==> src/rtl/sw_io_pkg.sv <==
`timescale 1ns/1ps
package sw_io_pkg;
  typedef enum logic [1:0] {
    SZ_BYTE = 2'd0,
    SZ_HALF = 2'd1,
    SZ_WORD = 2'd2,
    SZ_WALT = 2'd3
  } acc_size_e;

  typedef enum logic [1:0] {
    RG_HOLE = 2'd0,
    RG_CORE = 2'd1,
    RG_DMA  = 2'd2,
    RG_BCTL = 2'd3
  } region_e;

  function automatic int size_bytes(acc_size_e sz, int word_bytes);
    case (sz)
      SZ_BYTE: return 1;
      SZ_HALF: return 2;
      default: return word_bytes;
    endcase
  endfunction
endpackage

==> src/rtl/sw_io_decode.sv <==
`timescale 1ns/1ps
module sw_io_decode
  import sw_io_pkg::*;
#(
  parameter int ADDR_W     = 7,
  parameter int LANE_W     = 2,
  parameter int CORE_BASE  = 'h00,
  parameter int CORE_WORDS = 16,
  parameter int DMA_BASE   = 'h40,
  parameter int DMA_WORDS  = 8,
  parameter int BCTL_ADDR  = 'h70,
  localparam int CORE_IDX_W = $clog2(CORE_WORDS),
  localparam int DMA_IDX_W  = $clog2(DMA_WORDS)
) (
  input  logic [ADDR_W-1:0]     addr_i,
  output region_e               region_o,
  output logic [CORE_IDX_W-1:0] core_idx_o,
  output logic [DMA_IDX_W-1:0]  dma_idx_o
);
  localparam logic [ADDR_W:0]   CORE_LO  = (ADDR_W+1)'(CORE_BASE);
  localparam logic [ADDR_W:0]   CORE_END = (ADDR_W+1)'(CORE_BASE + (CORE_WORDS << LANE_W));
  localparam logic [ADDR_W:0]   DMA_LO   = (ADDR_W+1)'(DMA_BASE);
  localparam logic [ADDR_W:0]   DMA_END  = (ADDR_W+1)'(DMA_BASE + (DMA_WORDS << LANE_W));
  localparam logic [ADDR_W-1:0] BCTL_W   = ADDR_W'(BCTL_ADDR);

  logic [ADDR_W-1:0] word_addr;
  logic [ADDR_W-1:0] core_off, dma_off;
  logic              core_hit, dma_hit, bctl_hit;

  assign word_addr = {addr_i[ADDR_W-1:LANE_W], LANE_W'(0)};
  assign core_hit  = ({1'b0, word_addr} >= CORE_LO) && ({1'b0, word_addr} < CORE_END);
  assign dma_hit   = ({1'b0, word_addr} >= DMA_LO)  && ({1'b0, word_addr} < DMA_END);
  assign bctl_hit  = (word_addr == BCTL_W);

  assign core_off   = word_addr - CORE_LO[ADDR_W-1:0];
  assign dma_off    = word_addr - DMA_LO[ADDR_W-1:0];
  assign core_idx_o = core_off[CORE_IDX_W+LANE_W-1:LANE_W];
  assign dma_idx_o  = dma_off[DMA_IDX_W+LANE_W-1:LANE_W];

  always_comb begin
    if (core_hit)      region_o = RG_CORE;
    else if (dma_hit)  region_o = RG_DMA;
    else if (bctl_hit) region_o = RG_BCTL;
    else               region_o = RG_HOLE;
  end
endmodule

==> src/rtl/sw_io_merge.sv <==
`timescale 1ns/1ps
module sw_io_merge
  import sw_io_pkg::*;
#(
  parameter int DATA_W = 32,
  localparam int WB     = DATA_W / 8,
  localparam int LANE_W = $clog2(WB)
) (
  input  logic [DATA_W-1:0] cur_i,
  input  logic [DATA_W-1:0] wdata_i,
  input  logic [LANE_W-1:0] lane_i,
  input  acc_size_e         size_i,
  output logic [DATA_W-1:0] word_o
);
  int n_bytes;
  assign n_bytes = size_bytes(size_i, WB);

  for (genvar b = 0; b < WB; b++) begin : g_lane
    logic [7:0] host_byte;
    logic       covered;
    always_comb begin
      host_byte = '0;
      covered   = 1'b0;
      for (int k = 0; k < WB; k++) begin
        if ((int'(lane_i) + k == b) && (k < n_bytes)) begin
          host_byte = wdata_i[8*k +: 8];
          covered   = 1'b1;
        end
      end
    end
    assign word_o[8*b +: 8] = covered ? host_byte : cur_i[8*b +: 8];
  end
endmodule

==> src/rtl/sw_io_extract.sv <==
`timescale 1ns/1ps
module sw_io_extract
  import sw_io_pkg::*;
#(
  parameter int DATA_W = 32,
  localparam int WB     = DATA_W / 8,
  localparam int LANE_W = $clog2(WB)
) (
  input  logic [DATA_W-1:0] word_i,
  input  logic [LANE_W-1:0] lane_i,
  input  acc_size_e         size_i,
  output logic [DATA_W-1:0] data_o
);
  logic [DATA_W-1:0] shifted;
  logic [DATA_W-1:0] mask;

  assign shifted = word_i >> {lane_i, 3'b000};

  always_comb begin
    case (size_i)
      SZ_BYTE: mask = DATA_W'(8'hFF);
      SZ_HALF: mask = DATA_W'(16'hFFFF);
      default: mask = '1;
    endcase
  end

  assign data_o = shifted & mask;
endmodule

==> src/rtl/sw_io_adapter.sv <==
`timescale 1ns/1ps
module sw_io_adapter
  import sw_io_pkg::*;
#(
  parameter int ADDR_W     = 7,
  parameter int DATA_W     = 32,
  parameter int CORE_WORDS = 16,
  parameter int DMA_WORDS  = 8,
  parameter int DMA_BASE   = 'h40,
  parameter int BCTL_ADDR  = 'h70,
  localparam int LANE_W     = $clog2(DATA_W / 8),
  localparam int CORE_IDX_W = $clog2(CORE_WORDS),
  localparam int DMA_IDX_W  = $clog2(DMA_WORDS)
) (
  input  logic                  clk_i,
  input  logic                  rst_ni,
  input  logic                  req_i,
  input  logic                  we_i,
  input  logic [ADDR_W-1:0]     addr_i,
  input  logic [1:0]            size_i,
  input  logic [DATA_W-1:0]     wdata_i,
  output logic                  rvalid_o,
  output logic [DATA_W-1:0]     rdata_o,
  output logic [CORE_IDX_W-1:0] core_idx_o,
  input  logic [DATA_W-1:0]     core_cur_i,
  output logic                  core_re_o,
  output logic                  core_we_o,
  output logic [DMA_IDX_W-1:0]  dma_idx_o,
  input  logic [DATA_W-1:0]     dma_cur_i,
  output logic                  dma_re_o,
  output logic                  dma_we_o,
  input  logic [DATA_W-1:0]     bctl_cur_i,
  output logic                  bctl_re_o,
  output logic                  bctl_we_o,
  output logic [DATA_W-1:0]     reg_wdata_o
);
  region_e           region;
  acc_size_e         size;
  logic [LANE_W-1:0] lane;
  logic [DATA_W-1:0] cur_word;
  logic [DATA_W-1:0] rd_word;
  logic              rd_req, wr_req;

  assign size   = acc_size_e'(size_i);
  assign lane   = addr_i[LANE_W-1:0];
  assign rd_req = req_i & ~we_i;
  assign wr_req = req_i & we_i;

  sw_io_decode #(
    .ADDR_W    (ADDR_W),
    .LANE_W    (LANE_W),
    .CORE_BASE ('h00),
    .CORE_WORDS(CORE_WORDS),
    .DMA_BASE  (DMA_BASE),
    .DMA_WORDS (DMA_WORDS),
    .BCTL_ADDR (BCTL_ADDR)
  ) i_decode (
    .addr_i    (addr_i),
    .region_o  (region),
    .core_idx_o(core_idx_o),
    .dma_idx_o (dma_idx_o)
  );

  // holes merge against zero; their write is dropped anyway
  always_comb begin
    case (region)
      RG_CORE: cur_word = core_cur_i;
      RG_DMA:  cur_word = dma_cur_i;
      RG_BCTL: cur_word = bctl_cur_i;
      default: cur_word = '0;
    endcase
  end

  sw_io_merge #(.DATA_W(DATA_W)) i_merge (
    .cur_i  (cur_word),
    .wdata_i(wdata_i),
    .lane_i (lane),
    .size_i (size),
    .word_o (reg_wdata_o)
  );

  sw_io_extract #(.DATA_W(DATA_W)) i_extract (
    .word_i(cur_word),
    .lane_i(lane),
    .size_i(size),
    .data_o(rd_word)
  );

  // fetch and write-back share the request cycle: no interleaving possible
  assign core_we_o = wr_req && (region == RG_CORE);
  assign dma_we_o  = wr_req && (region == RG_DMA);
  assign bctl_we_o = wr_req && (region == RG_BCTL);
  assign core_re_o = rd_req && (region == RG_CORE);
  assign dma_re_o  = rd_req && (region == RG_DMA);
  assign bctl_re_o = rd_req && (region == RG_BCTL);

  always_ff @(posedge clk_i or negedge rst_ni) begin
    if (!rst_ni) begin
      rvalid_o <= 1'b0;
      rdata_o  <= '0;
    end else begin
      rvalid_o <= rd_req;
      if (rd_req) rdata_o <= rd_word;
    end
  end


  single_we_chk: assert property (@(posedge clk_i) disable iff (!rst_ni)
    $onehot0({core_we_o, dma_we_o, bctl_we_o}));


  idle_quiet_chk: assert property (@(posedge clk_i) disable iff (!rst_ni)
    !req_i |-> !(core_we_o | dma_we_o | bctl_we_o | core_re_o | dma_re_o | bctl_re_o));


  write_no_re_chk: assert property (@(posedge clk_i) disable iff (!rst_ni)
    (req_i && we_i) |-> !(core_re_o | dma_re_o | bctl_re_o));


  single_re_chk: assert property (@(posedge clk_i) disable iff (!rst_ni)
    $onehot0({core_re_o, dma_re_o, bctl_re_o}));


  hole_quiet_chk: assert property (@(posedge clk_i) disable iff (!rst_ni)
    (req_i && addr_i >= ADDR_W'('h60) && addr_i[ADDR_W-1:LANE_W] != BCTL_ADDR[ADDR_W-1:LANE_W])
      |-> !(core_we_o | dma_we_o | bctl_we_o | core_re_o | dma_re_o | bctl_re_o));


  full_word_chk: assert property (@(posedge clk_i) disable iff (!rst_ni)
    (req_i && we_i && size_i[1] && addr_i[LANE_W-1:0] == '0) |-> reg_wdata_o == wdata_i);


  rvalid_follow_chk: assert property (@(posedge clk_i) disable iff (!rst_ni)
    (req_i && !we_i) |=> rvalid_o);


  rvalid_quiet_chk: assert property (@(posedge clk_i) disable iff (!rst_ni)
    !(req_i && !we_i) |=> !rvalid_o);
endmodule

==> config.mk <==
export PLATFORM = sky130hd
export DESIGN_NAME = sw_io_adapter
export DESIGN_NICKNAME = d
export VERILOG_FILES = /design/src/rtl/sw_io_pkg.sv /design/src/rtl/sw_io_decode.sv /design/src/rtl/sw_io_merge.sv /design/src/rtl/sw_io_extract.sv /design/src/rtl/sw_io_adapter.sv
export SDC_FILE = /design/constraint.sdc
export NUM_CORES = 1
export LEC_CHECK = 0
export BUFFER_PORTS_ARGS = -buffer_cell sky130_fd_sc_hd__buf_2
export CORE_MARGIN = 8
export CORE_UTILIZATION = 43
export CTS_CLUSTER_SIZE = 10
export DETAILED_ROUTE_END_ITERATION = 8
export GPL_TIMING_DRIVEN = 0
export PLACE_DENSITY = 0.81
export SYNTH_ARGS = -nofsm -noshare
export SYNTH_HDL_FRONTEND = slang
export SYNTH_SLANG_ARGS = --single-unit
==> constraint.sdc <==
create_clock -name clk_i -period 3 [get_ports clk_i]
set_input_delay 0.45 -clock clk_i [delete_from_list [all_inputs] [get_ports clk_i]]
set_output_delay 0.45 -clock clk_i [all_outputs]
set_load 0.03 [all_outputs]
Word-level counts from Yosys, hierarchy flattened:

Index checks and enable logic that the tools add are counted.

* bits in registers: 33
* bits in latches: 0
* RAM bits: 0
* ROM bits: 0
* bits of input ports: 141
* output and inout bits: 78
* word-level logic and storage cells: 105
* memories: 0

* add/subtract/negate cells: 4
* multipliers: 0
* divide/modulo/power cells: 0
* $lt $le $gt $ge: 7
* eq/ne operators: 17
* shift operators: 1
* mux-type cells: 42
* bitwise gates (word level): 4
* reductions and logical operators: 28

Operators with widths (count)
* equality test 32 x 3 -> 1 bit (second input constant): 6
* 2-to-1 mux 8 bit: 20
* zero test 32 bit: 4
* equality test 32 x 2 -> 1 bit (second input constant): 3
* one-hot mux 32 bit (3 select lines): 1
* one-hot mux 32 bit (2 select lines): 1
* bitwise AND 32 bit: 1
* >> shifter 32 x 5 -> 32 bit: 1
* logical AND 1 bit: 23
* 2-to-1 mux 1 bit: 16
* less-than comparator 7 bit (second input constant): 2
* equality test 2 bit (second input constant): 4
* >= comparator 7 bit (second input constant): 1
* adder 2 x 2 -> 3 bit (second input constant): 2
* equality test 2 x 1 -> 1 bit (second input constant): 3
* less-than comparator 1 x 3 -> 1 bit (first input constant): 2
* less-than comparator 2 x 3 -> 1 bit (first input constant): 2
* 2-to-1 mux 2 bit: 3
* one-hot mux 3 bit (2 select lines): 1
* equality test 5 bit (second input constant): 1
* subtractor 5 x 1 -> 5 bit (second input constant): 1
* adder 2 x 1 -> 3 bit (second input constant): 1
* bitwise AND 1 bit: 2
* zero test 2 bit: 1
* NOT 1 bit: 1

Longest topological paths before layout:

* depth in word-level cells: 9
* gate-level depth with buffers: 8
* gate-level depth less buffers: 8

Cells and area by module:

Synthesis repeated with hierarchy kept, for this count alone.

* cells, all modules: 382
* area, all modules: 3875.0 µm²

Modules (own cells, without submodules)
* sw_io_adapter: instances 1, cells each 155, area each 2190.9 µm², seq. area each 825.8 µm²
* sw_io_merge: instances 1, cells each 140, area each 945.9 µm², seq. area each 0.0 µm²
* sw_io_extract: instances 1, cells each 75, area each 650.6 µm², seq. area each 0.0 µm²
* sw_io_decode: instances 1, cells each 12, area each 87.6 µm², seq. area each 0.0 µm²

Least setup slack after synthesis:

Ideal clock, no wire load.

* kind: input to output
* from: input size_i[1]
* to: output reg_wdata_o[25]
* arrival time: 2.392 ns
* data required time: 2.550 ns
* path slack: 0.158 ns
* stages: 6
* path buffers: 0
* cells stage by stage: nor2_2 -> inv_1 -> ha_1 -> nor2_1 -> o32a_1 -> o31ai_1

* word-level cells in the longest chain between the ends: 9
* elaborated cells between the ends (all ways): 20
* classes of those cells: order compare: 4; eq/ne: 1; mux: 10; reduce/logical: 5

RTL lines
* start, declared: RTL line sw_io_adapter.sv:20 `input logic [1:0] size_i,`
* equality test 2 x 1 -> 1 bit or zero test 2 bit (tied branches): RTL line sw_io_pkg.sv:18 `case (sz)`
* one-hot mux 3 bit (2 select lines) *: RTL line sw_io_pkg.sv:18
* less-than comparator 1 x 3 -> 1 bit: RTL line sw_io_merge.sv:25 `if ((int'(lane_i) + k == b) && (k < n_bytes)) begin`
* logical AND 1 bit: RTL line sw_io_merge.sv:25
* 2-to-1 mux 8 bit or 2-to-1 mux 1 bit (tied branches) (4 in a row): RTL line sw_io_merge.sv:25
* 2-to-1 mux 8 bit *: RTL line sw_io_merge.sv:31 `assign word_o[8*b +: 8] = covered ? host_byte : cur_i[8*b +: 8];`
* end, declared: RTL line sw_io_adapter.sv:35 `output logic [DATA_W-1:0] reg_wdata_o`

Every way passes the cells marked *; elsewhere a longest branch is shown, timed or not.

Final worst setup path:

* from: input size_i[0]
* to: output reg_wdata_o[26]

Same word-level chain as after synthesis.

==> results.ini <==
[sta]
fmax_mhz=352
finalSetupViolations=0
finClkSkew_ps=0
worstMarginPinSlew_ps=863
finalMaxSlewViolations=0
post-route-min-period_ps=2840
grt_setup_unrepaired=no
slew_headroom_pct=42.2
hold_viol_final=0
post-route-period-util_pct=94.8
hold_slack_ps=259
worst_slack_ps=155

[synthesis]
synth_top_flop_cell=dfrtp_1
synth_seq_cells=33
synth-edff-count=0
yosysWarnings=0
syn_avg_cell_area_um2=8.08
synth_cell_types=57
synthCells=417
ys_seq_area_share_pct=24.5
syn_area_um2=3370
async_reset_ff_share_pct=100
syn_nets=559

[setup_path]
r2r_cells=1
r2r-end=rdata_o[9]
startpoint_type=primary input
required_ps=2550
cp_max_fo=6
rr_startpoint=rdata_o[9]
arrival_ps=2390
endpoint_kind=output port
r2r_setup_slack_ps=2150
path_class=in2out

[final_layout]
drive_gt1_share_pct=46.0
syn2layout_area_growth_pct=40.2
nFillCells=736
multi_input_area_um2=2290
seqCellArea_um2=826
diodes=0
mostFrequentLayoutCell=buf_2
layout_common_cells=buf_2 (230), nor2_1 (65), nand2_1 (44)
nets=782

[clock_network]
cts_buffer_depth=2
clk-insertion-delay-late_ps=270
cts_made_buffers=5
clock_sinks=33
clk_pin_slew_ps=70
cts_tree=done
clockRootBuffer=clkbuf_8
h-tree-depth=2
cts-hold-fix-buffers=0

[run_status]
status=complete, no violations

[floorplanning]
ios=219
rows=32
start_util_pct=44.1
die_w_um=105
die_h_um=105
core_area_um2=7650
die_area_um2=10900

[drt]
drt-total-wl_um=16500
drt-initial-drc-count=514
vias=4533
detail_route.wl_per_cell_um=22.2
route.detailed.drc=0
antenna_left=0
viasPerCell=6.10
drt-pass1-iter-count=7

[place]
dp.final_hpwl_um=13300
dp_slack_ps=-155
gp_congestion=0.983
port_buffers=215

[min_path]
hp-class=in2async

[power_and_ir_drop]
vdd_ir_drop_max_mv=0.290
leakagePower_nw=2.41
power_density_nw_per_um2=400

[job]
cap_violations=0

[grt]
grt_pass1_vias=4699
grt_max_degree=34
gr-total-overflow=0
antenna_found_initial=0
grt_usage_pct=28.3
grt_pass1_wl_um=25000

critical path, stage by stage:
cell	delay [ps]
buf_2	120
nor2_4	110
inv_2	80
ha_1	230
nor2b_1	180
o32a_2	470
nand2b_2	270
o221ai_1	230
clkbuf_4	240
metrics by stage:
step | cells | total power, mW | utilization, % | TNS [ps] | area [um^2]
3_3_place_gp | 734 | 1.43 | 59.8 | -950 | 4570
6_report | 743 | 1.89 | 61.8 | 0 | 4720
5_1_grt | 743 | 1.97 | 61.8 | 0 | 4720
3_5_place_dp | 734 | 1.44 | 59.8 | -662 | 4570
4_1_cts | 742 | 1.87 | 61.4 | 0 | 4700
2_1_floorplan | 417 | 1.09 | - | 0 | 3370
logic make-up after synthesis:
| kind of cell | synth area share [%] |
|---|---|
| adder cells (fa/ha/maj) | 0.371 |
| flip-flops | 24.5 |
| AO/OA/AOI/OAI | 32.5 |
| buffers and inverters | 8.28 |
| multiplexers | 13.9 |
| AND/OR/NAND/NOR | 20.4 |
power by group:
part	internal, mW	switching [mW]	leakage (nW)
clock network	0.271	0.166	0.0585
registers	0.493	0.0300	0.431
logic	0.322	0.607	1.92
cell usage after synthesis (all sizes together) (4+ instances only):
library cell | number | share of area (%)
a22o | 6 | 1.6
mux2 | 13 | 5.0
nand3 | 10 | 1.5
buf | 36 | 6.9
nor3 | 5 | 0.74
dfrtp | 33 | 25
a221oi | 13 | 4.3
o221ai | 6 | 1.6
clkbuf | 4 | 0.45
nor3b | 5 | 1.3
o21ai | 17 | 2.5
nand2b | 5 | 0.93
a31oi | 6 | 1.1
o211ai | 4 | 0.89
a22oi | 20 | 4.5
mux2i | 25 | 8.9
a221o | 10 | 3.0
a21oi | 27 | 4.0
o22ai | 6 | 1.3
inv | 8 | 0.89
nor2 | 71 | 8.8
nand2 | 45 | 5.1
o31ai | 11 | 2.5
o22a | 5 | 1.3
routing by layer:
layer  GRT usage, %  share of wire (%)  vias up
met1           32.8                 38     2121
met4           9.62                3.2        0
met2           48.3                 47      357
met5              0                  0        -
met3           8.74                 12       47
li1               -                  -     2008
how the worst max path moves through the flow:
stage / from / end / slack [ps] / cells after the start
finish: size_i[0] / reg_wdata_o[26] / 160 / 9
global route: size_i[0] / reg_wdata_o[26] / 110 / 9
CTS: size_i[1] / reg_wdata_o[18] / 7 / 10
detailed placement: size_i[1] / reg_wdata_o[26] / -160 / 9
global placement: size_i[1] / reg_wdata_o[26] / -150 / 9
floorplan: size_i[1] / reg_wdata_o[25] / 160 / 6
state kept, by name, indices dropped and copies added (netlist names):
name,flops
rdata_o,32
rvalid_o,1
final cells by class:
class,instances,area share (%)
multi-input combinational,336,48.5
timing repair buffer,216,23.0
sequential,33,17.5
buffer,40,5.27
tap,102,2.70
clock buffer,7,1.83
clock inverter,1,0.636
inverter,8,0.636
repair_timing:
item / 4_1_cts / 5_1_grt
pin swaps: 0 / 1
resized for setup: 3 / 5
endpoints found under the setup margin: 9 / 10
buffers inserted: 0 / 1
Power figures use the tool's default switching activity.
